File: src/rtl/tm_pkg.sv
// Shared definitions for the temperature monitor.
// Assumes readings are signed two's complement in 1/256 degree units.
package tm_pkg;
    localparam int TEMP_W = 32;
    typedef logic signed [TEMP_W-1:0] temp_t;
endpackage

File: src/rtl/tm_sample_store.sv
// Holds the latest reading, its age in clocks and its validity.
// Assumes smp_stb is a single-cycle pulse from the sequencer.
module tm_sample_store #(
    parameter int AGE_W = 32
) (
    input  logic               clk,
    input  logic               rst_n,
    input  logic               smp_stb,
    input  tm_pkg::temp_t      smp_data,
    input  logic [AGE_W-1:0]   valid_time,
    output tm_pkg::temp_t      temp_cur,
    output logic [AGE_W-1:0]   age,
    output logic               valid
);
    localparam logic [AGE_W-1:0] AGE_MAX = '1;

    logic [AGE_W-1:0] age_nxt;

    // Saturating increment of the age counter.
    always_comb age_nxt = (age == AGE_MAX) ? AGE_MAX : age + 1'b1;

    // Latch reading, restart age, and expire validity.
    always_ff @(posedge clk) begin
        if (!rst_n) begin
            temp_cur <= '0;
            age      <= '0;
            valid    <= 1'b0;
        end else if (smp_stb) begin
            temp_cur <= smp_data;
            age      <= '0;
            valid    <= 1'b1;
        end else begin
            age <= age_nxt;
            if (age_nxt >= valid_time) valid <= 1'b0;
        end
    end
endmodule

File: src/rtl/tm_recorder.sv
// Extreme-value recorder; IS_MAX picks highest or lowest tracking.
// Assumes a clear restarts tracking: the next reading loads directly.
module tm_recorder #(
    parameter bit IS_MAX = 1'b1
) (
    input  logic          clk,
    input  logic          rst_n,
    input  logic          smp_stb,
    input  tm_pkg::temp_t smp_data,
    input  logic          clr,
    output tm_pkg::temp_t rec
);
    logic seen;
    logic better;

    // Compare direction chosen at elaboration.
    generate
        if (IS_MAX) begin : g_max
            always_comb better = smp_data > rec;
        end else begin : g_min
            always_comb better = smp_data < rec;
        end
    endgenerate

    // Load on first reading after restart or on a new extreme.
    always_ff @(posedge clk) begin
        if (!rst_n) begin
            rec  <= '0;
            seen <= 1'b0;
        end else if (smp_stb && (!seen || clr || better)) begin
            rec  <= smp_data;
            seen <= 1'b1;
        end else if (clr) begin
            seen <= 1'b0;
        end
    end
endmodule

File: src/rtl/tm_limit_check.sv
// Limit comparisons, sticky flags and the reset request level.
// Assumes set events take priority over same-cycle clear pulses.
module tm_limit_check (
    input  logic          clk,
    input  logic          rst_n,
    input  logic          smp_stb,
    input  tm_pkg::temp_t smp_data,
    input  tm_pkg::temp_t temp_cur,
    input  logic          valid,
    input  logic          cmp_hi_en,
    input  logic          cmp_lo_en,
    input  logic          irq_en,
    input  logic          rst_en,
    input  tm_pkg::temp_t irq_hi,
    input  tm_pkg::temp_t irq_lo,
    input  tm_pkg::temp_t rst_hi,
    input  tm_pkg::temp_t rst_lo,
    input  logic          clr_over,
    input  logic          clr_under,
    input  logic          clr_irq,
    output logic          over_flag,
    output logic          under_flag,
    output logic          irq_flag,
    output logic          rst_req
);
    logic hit_hi, hit_lo, set_irq;

    // Interrupt-limit events for the incoming reading.
    always_comb begin
        hit_hi  = smp_stb && cmp_hi_en && (smp_data > irq_hi);
        hit_lo  = smp_stb && cmp_lo_en && (smp_data < irq_lo);
        set_irq = irq_en && (hit_hi || hit_lo);
    end

    // Sticky flags with set-over-clear priority.
    always_ff @(posedge clk) begin
        if (!rst_n) begin
            over_flag  <= 1'b0;
            under_flag <= 1'b0;
            irq_flag   <= 1'b0;
        end else begin
            if (hit_hi)        over_flag  <= 1'b1;
            else if (clr_over) over_flag  <= 1'b0;
            if (hit_lo)         under_flag <= 1'b1;
            else if (clr_under) under_flag <= 1'b0;
            if (set_irq)      irq_flag <= 1'b1;
            else if (clr_irq) irq_flag <= 1'b0;
        end
    end

    // Reset request from the stored, still valid reading.
    always_comb
        rst_req = rst_en && valid &&
                  ((cmp_hi_en && (temp_cur > rst_hi)) ||
                   (cmp_lo_en && (temp_cur < rst_lo)));
endmodule

File: src/rtl/temp_monitor.sv
// Top of the temperature record and limit monitor.
// Assumes all clears are single-cycle write-one-to-clear pulses.
module temp_monitor #(
    parameter int AGE_W = 32
) (
    input  logic                            clk,
    input  logic                            rst_n,
    input  logic                            smp_stb,
    input  logic signed [tm_pkg::TEMP_W-1:0] smp_data,
    input  logic [AGE_W-1:0]                valid_time,
    input  logic                            cmp_hi_en,
    input  logic                            cmp_lo_en,
    input  logic                            irq_en,
    input  logic                            rst_en,
    input  logic signed [tm_pkg::TEMP_W-1:0] irq_hi,
    input  logic signed [tm_pkg::TEMP_W-1:0] irq_lo,
    input  logic signed [tm_pkg::TEMP_W-1:0] rst_hi,
    input  logic signed [tm_pkg::TEMP_W-1:0] rst_lo,
    input  logic                            clr_over,
    input  logic                            clr_under,
    input  logic                            clr_irq,
    input  logic                            clr_max,
    input  logic                            clr_min,
    output logic signed [tm_pkg::TEMP_W-1:0] temp_cur,
    output logic signed [tm_pkg::TEMP_W-1:0] temp_max,
    output logic signed [tm_pkg::TEMP_W-1:0] temp_min,
    output logic [AGE_W-1:0]                age,
    output logic                            valid,
    output logic                            over_flag,
    output logic                            under_flag,
    output logic                            irq_flag,
    output logic                            irq,
    output logic                            rst_req
);
    tm_sample_store #(.AGE_W(AGE_W)) u_store (
        .clk(clk), .rst_n(rst_n), .smp_stb(smp_stb), .smp_data(smp_data),
        .valid_time(valid_time), .temp_cur(temp_cur), .age(age), .valid(valid)
    );

    tm_recorder #(.IS_MAX(1'b1)) u_rec_max (
        .clk(clk), .rst_n(rst_n), .smp_stb(smp_stb), .smp_data(smp_data),
        .clr(clr_max), .rec(temp_max)
    );

    tm_recorder #(.IS_MAX(1'b0)) u_rec_min (
        .clk(clk), .rst_n(rst_n), .smp_stb(smp_stb), .smp_data(smp_data),
        .clr(clr_min), .rec(temp_min)
    );

    tm_limit_check u_lim (
        .clk(clk), .rst_n(rst_n), .smp_stb(smp_stb), .smp_data(smp_data),
        .temp_cur(temp_cur), .valid(valid),
        .cmp_hi_en(cmp_hi_en), .cmp_lo_en(cmp_lo_en),
        .irq_en(irq_en), .rst_en(rst_en),
        .irq_hi(irq_hi), .irq_lo(irq_lo), .rst_hi(rst_hi), .rst_lo(rst_lo),
        .clr_over(clr_over), .clr_under(clr_under), .clr_irq(clr_irq),
        .over_flag(over_flag), .under_flag(under_flag),
        .irq_flag(irq_flag), .rst_req(rst_req)
    );

    // Interrupt line follows the sticky flag.
    always_comb irq = irq_flag;
endmodule

File: config.mk
export PLATFORM = sky130hd
export DESIGN_NAME = temp_monitor
export DESIGN_NICKNAME = d
export VERILOG_FILES = /design/src/rtl/tm_pkg.sv /design/src/rtl/tm_sample_store.sv /design/src/rtl/tm_recorder.sv /design/src/rtl/tm_limit_check.sv /design/src/rtl/temp_monitor.sv
export SDC_FILE = /design/constraint.sdc
export NUM_CORES = 1
export LEC_CHECK = 0
export BUFFER_PORTS_ARGS = -buffer_cell sky130_fd_sc_hd__buf_2
export CORE_ASPECT_RATIO = 0.6
export CORE_MARGIN = 5
export CORE_UTILIZATION = 45
export DETAILED_ROUTE_END_ITERATION = 8
export PLACE_DENSITY = 0.76
export SLEW_MARGIN = 40
export SYNTH_ARGS = -nofsm -noshare
export SYNTH_HDL_FRONTEND = slang
export SYNTH_SLANG_ARGS = --single-unit
File: constraint.sdc
create_clock -name clk -period 3.1 [get_ports clk]
set_input_delay 0.465 -clock clk [delete_from_list [all_inputs] [get_ports clk]]
set_output_delay 0.465 -clock clk [all_outputs]
set_load 0.05 [all_outputs]
Word-level counts from Yosys, hierarchy flattened
Cells that the tools add are included.
W data, S select, Z words.

word-level totals
  flip-flop bits (word level) = 134
  output and inout port bits = 134

cells by class
  add/sub/neg operators = 1
  $lt $le $gt $ge = 7
  eq/ne operators = 1
  mux-type cells = 13
  bitwise gates (word level) = 1
  reductions and logical operators = 26

operators by type and width
  operator                 number
  $gt A32 B32 Y1           3
  $lt A32 B32 Y1           3
  $add A32 B1 Y32 const B  1
  $eq A32 B32 Y1 const B   1
  $ge A32 B32 Y1           1
  $mux W32                 1
  $mux W1                  12
  $reduce_bool A2 Y1       6
  $logic_and A1 B1 Y1      11
  $logic_or A1 B1 Y1       6
  $logic_not A1 Y1         2
  $reduce_or A2 Y1         1
  $not A1 Y1               1

Depth between registers and ports, before layout
  word-level depth = 5
  mapped depth = 16
  mapped depth without buffers = 15

By module
Synthesis repeated with hierarchy kept, for this count alone.

second synthesis, totals
  cell total of the unflattened synthesis = 1406
  area total of the unflattened synthesis = 11427.2 µm²

by module, submodules not included
  module                    instances  cells an instance  area an instance (µm²)
  tm_sample_store           1          420                3743.6
  tm_limit_check            1          471                3326.9
  tm_recorder at u_rec_min  1          253                2199.6
  tm_recorder at u_rec_max  1          261                2149.6
  temp_monitor              1          1                  7.5

Worst setup path before layout
OpenSTA, ideal clock, no wires.

  kind = reg2reg
  from = register u_store.age[0]
  to = register u_store.valid
  setup time = 0.074 ns
  arrival = 3.838 ns
  setup slack = -0.813 ns
  stages on the path, launching flop included = 17
  buffers on the path = 2
  clock period less this slack = 3.913 ns
  cell sequence = dfxtp_1 > ha_1 > and4_1 > nand4_1 > nor4_2 > nand2_1 > clkbuf_1 > clkbuf_1 > nand2_1 > ha_1 > a21o_1 > a21o_1 > a21oi_1 > nor2_1 > a2111oi_0 > o2111ai_1 > o21ai_0

on the way
  word-level cells in the longest chain between the ends = 4
  elaborated cells on any way between the ends = 5
  those cells by class = add/sub: 1; order compare: 1; eq/ne: 1; mux: 1; reduce/logical: 1

ends and longest elaborated chain
  item                                               RTL line               RTL
  from (decl)                                        tm_sample_store.sv:12  output logic [AGE_W-1:0] age,
  from (signal assigned)                             tm_sample_store.sv:33  age <= age_nxt;
  $add A32 B1 Y32 or $eq A32 B32 Y1 (tied branches)  tm_sample_store.sv:20  always_comb age_nxt = (age == AGE_MAX) ? AGE_MAX : age + 1'b1;
  $mux W32 (*)                                       tm_sample_store.sv:20
  via u_store.age_nxt[25]                            tm_sample_store.sv:17  logic [AGE_W-1:0] age_nxt;
  $ge A32 B32 Y1 (*)                                 tm_sample_store.sv:34  if (age_nxt >= valid_time) valid <= 1'b0;
  $reduce_bool A2 Y1 (no source line) (*)            n/a
  to (signal assigned)                               tm_sample_store.sv:27  valid <= 1'b0;
  to (signal assigned)                               tm_sample_store.sv:31  valid <= 1'b1;
  to (signal assigned)                               tm_sample_store.sv:34
  to (decl)                                          tm_sample_store.sv:13  output logic valid

The timed path passes the listed nets; every way through them passes the cells marked *.
A chain may end at the register's enable or synchronous reset.

Worst setup path in the final report
  from = register u_store.age[13]
  to = register u_store.valid

The elaborated chain is that of the path after synthesis.

==> results.md <==
- The number of sinks handled by clock tree synthesis is 134.
- The share of Yosys cell area claimed by the top area cell type is 25.23%.
- In the post-route analysis, the smallest setup slack over all paths is -0.03458 ns.
- After synthesis the cells add up to 11010 um2.
- The mean number of vias per cell is 5.360.
- For the pin with the worst max-slew slack, the measured transition is 0.6652 ns.
- The vias after detailed routing is 11250.
- Data on the critical path arrives at its endpoint at 3.50 ns.
- Setup repair after global routing could not meet its margin everywhere.
- The final setup violation count is 1.
- The die footprint is 27800 um2.
- The final number of hold-violating endpoints came to 0.
- The number of buffers on the longest clock path is 2.
- Summed over all layers, the global routing overflow is 0.
- The area growth from synthesis to layout is 32.72%.
- The leakage power is 8.098 nW.
- Input and output buffers added on the ports amount to 337.
- The die span in y is 131.2 um.
- Yosys attributes the largest share of cell area to sky130_fd_sc_hd__ha_1 (25%), sky130_fd_sc_hd__dfxtp_1 (24%), sky130_fd_sc_hd__mux2i_1 (8.7%).
- Of all flip-flops after synthesis, the portion carrying an async set or reset was 0%.
- The leading cell type in the layout, fill and taps excluded is sky130_fd_sc_hd__buf_2.
- The first-pass iteration count of the detailed router is 5.
- The cell taking the most area after synthesis is sky130_fd_sc_hd__ha_1.
- The number of synthesized register bits is 134.
- For this run, design rule violations remaining after detail routing come to 0.
- Leaving out fill and tap cells, the most frequent cells in the layout are sky130_fd_sc_hd__buf_2 (335), sky130_fd_sc_hd__inv_1 (231), sky130_fd_sc_hd__ha_1 (211).
- After routing the design area is 14610 um2.
- The largest net degree at the start of global routing is 65.
- The synthesized design contains 0 enable-type register cells.
- The x dimension of the die is 211.9 um.
- The worst setup path is captured at a flip-flop.
- The share of the yosys chip area belonging to registers is 24.37%.
- Synthesis handed over a netlist of 1354 instances.
- The run finished, with violations left.
- Counting the buffers created by CTS gives 17.
- The most used flip-flop cell after synthesis is sky130_fd_sc_hd__dfxtp_1.
- In the final routed layout, each cell accounts on average for 18.35 um.
- The critical setup path kind is flip-flop to flip-flop.
- The clock tree synthesis step divided the H-tree into 4 levels.
- The setup skew after layout is 0.01138 ns.
- The tool flagged a number of max-cap violations equal to 0.
- The instance area at placement is 13660 um2.
- IR analysis of the VDD net gives a maximum drop of 361.2 uV.
- The data required time at the worst endpoint is 3.46 ns.
- The number of nets in the layout is 2181.
- The number of fill cells is 2144.
- The iteration-0 DRC count of the detailed router is 781.
- Of all nets on the critical path, the largest fanout is 3.
- The clock tree from TritonCTS is done.
- The final reports fail on setup timing.
- For this run, the number of Yosys warnings is 0.
- In this run the tightest slew margin relative to its limit is 55.66%.
- The fraction of the cycle the final worst path needs is 101.1%.
- The placed wire-length estimate is 31820 um.
- The total count of max-transition violations in the final report is 0.
- Once the floorplan was initialized, standard cells occupied 45.66% of the core.
- The clock latency at the later pin of the worst-skew pair is 0.43 ns.
- The maximum clock frequency is 319.0 MHz.
- The minimum period implied by the final worst setup slack is 3.135 ns.
- The final wirelength is 38530 um.
- The post-layout total power is 5.646 mW.
- A synthesized cell averages 8.131 um2.
- The ratio of total power to cell area is 386.4 nW/um2.
- The global-route wire length before repair is 58550 um.
- The initial antenna violation count was 9.
- After clock tree synthesis, the flow added hold-fix buffers numbering 0.
- The share of final-layout standard cells stronger than drive strength 1 is 29.92%.
- The floorplan core area is 24110 um2.
- 338 I/O pins were placed.
- The nature of the critical path startpoint is a flip-flop.
- The number of global-route vias before repair is 10820.
- The number of nets handed over by synthesis was 1780.
- The floorplan has 44 rows.
- The total routing resource utilization after global routing is 26.40%.
- The count of cell types in the netlist is 56.
- Clock-pin slew was measured on the worst setup and hold paths at 0.06 ns.
- Clock tree synthesis selected as its root buffer the cell sky130_fd_sc_hd__clkbuf_16.
- The min-delay analysis places its worst path in the category primary input to flip-flop.
- In this run the remaining antenna-violating nets after routing total 0.
- Routability-driven placement finished with a final weighted congestion of 0.9307.
[path summary, 6_finish.rpt]
kind | start | end | slack, ns | depth (start not counted)
max | u_store.age[13] | u_store.valid | -0.03 | 14
max reg2reg | u_store.age[13] | u_store.valid | -0.03 | 14
min reg2reg | u_rec_max.rec[4] | u_rec_max.rec[4] | 0.47 | 2
min | irq_en | u_lim.irq_flag | 0.33 | 3
[per-stage QoR]
stage	util [%]	instances	worst slack (ns)	TNS, ns	hold WS [ns]
floorplan	-	1354	-0.09249	-0.09249	0.4865
CTS	59.81	2088	0.0005052	0	0.3100
finish	60.60	2099	-0.03458	-0.03458	0.3307
detailed placement	56.67	2055	-0.1548	-0.1548	0.4633
global route	60.59	2098	-0.1898	-0.2514	0.3464
global placement	56.67	2055	-0.05860	-0.05860	0.4551
[cell usage after synthesis (all sizes together), types with 3 or more instances]
| cell type | count |
|---|---|
| inv | 231 |
| ha | 222 |
| nand2 | 177 |
| dfxtp | 134 |
| a21oi | 98 |
| mux2i | 96 |
| nand4 | 45 |
| nor2b | 42 |
| nand3 | 35 |
| nor2 | 29 |
| a21o | 28 |
| o21ai | 26 |
| clkbuf | 25 |
| xor2 | 14 |
| and4 | 13 |
| and3 | 11 |
| nor3 | 10 |
| xnor2 | 10 |
| buf | 9 |
| o21a | 9 |
| nand2b | 8 |
| a31oi | 7 |
| a2111oi | 6 |
| a211oi | 6 |
| a221oi | 6 |
| and2 | 6 |
| o211ai | 6 |
| a221o | 5 |
| nor4 | 5 |
| or4 | 4 |
| o22ai | 3 |
| o311ai | 3 |
| o31ai | 3 |
| or2 | 3 |
[worst max-delay path, stage by stage, from the launching register on]
cell and delay (ns):
sky130_fd_sc_hd__dfxtp_4 0.35, sky130_fd_sc_hd__and4_4 0.23, sky130_fd_sc_hd__nand4_1 0.18, sky130_fd_sc_hd__or4_4 0.56, sky130_fd_sc_hd__nor2_4 0.14, sky130_fd_sc_hd__xnor2_2 0.14
sky130_fd_sc_hd__nand2_2 0.10, sky130_fd_sc_hd__ha_4 0.22, sky130_fd_sc_hd__a21o_1 0.17, sky130_fd_sc_hd__a21o_1 0.18, sky130_fd_sc_hd__a21oi_2 0.15, sky130_fd_sc_hd__nor2_2 0.06
sky130_fd_sc_hd__a2111oi_4 0.32, sky130_fd_sc_hd__o2111ai_1 0.13, sky130_fd_sc_hd__o21ai_1 0.14
[per-layer routing]
layer,global-route usage [%],up-vias,share of wire (%)
met1,37.92,5235,47
met4,7.508,2,2.4
met5,0,-,0.052
met2,40.56,443,44
met3,4.836,75,7.1
li1,-,5496,-
[repair_timing]
| action | in CTS | in global routing |
|---|---|---|
| endpoints found under the setup margin | 2 | 2 |
| cloned | 0 | 0 |
| setup buffers | 1 | 2 |
| pin swaps | 14 | 22 |
| gates resized for setup | 33 | 33 |
| endpoints found under the hold margin | 0 | 0 |
[cell type report]
type | instances | area [um2] | area share (%)
clock inverters | 12 | 117.6 | 0.8049
well taps | 322 | 402.9 | 2.757
repair buffers | 416 | 2350 | 16.08
inverters | 232 | 870.8 | 5.960
flip-flops and latches | 134 | 2764 | 18.92
clock buffers | 20 | 457.9 | 3.134
diodes | 9 | 22.52 | 0.1541
multi-input cells | 954 | 7626 | 52.19
[logic make-up (layout without fill, tap and decap cells)]
family,Yosys count,in the layout,synth area share (%)
AOI/OAI and AO/OA,217,217,12.52
xor gates and xnor gates,24,24,1.909
and+or+nand+nor,393,393,17.63
other,0,9,0
muxes,98,98,8.933
buffers and inverters,266,680,9.410
adders and majority gates,222,222,25.23
DFF,134,134,24.37
[sequential cells by signal (all words and copies together), names as in the netlist]
signal	cells
u_rec_max.rec	32
u_rec_min.rec	32
u_store.age	32
u_store.temp_cur	32
u_lim.irq_flag	1
u_lim.over_flag	1
u_lim.under_flag	1
u_rec_max.seen	1
u_rec_min.seen	1
u_store.valid	1
[where the power goes]
part / total [mW] / switching (mW) / internal (mW) / leakage [nW]
sequential: 1.92 / 0.105 / 1.82 / 1.12
combinational: 1.71 / 1.09 / 0.628 / 6.70
clock: 2.01 / 0.848 / 1.16 / 0.278
total: 5.65 / 2.04 / 3.61 / 8.10
No activity file was read; power rests on OpenSTA's default activity.
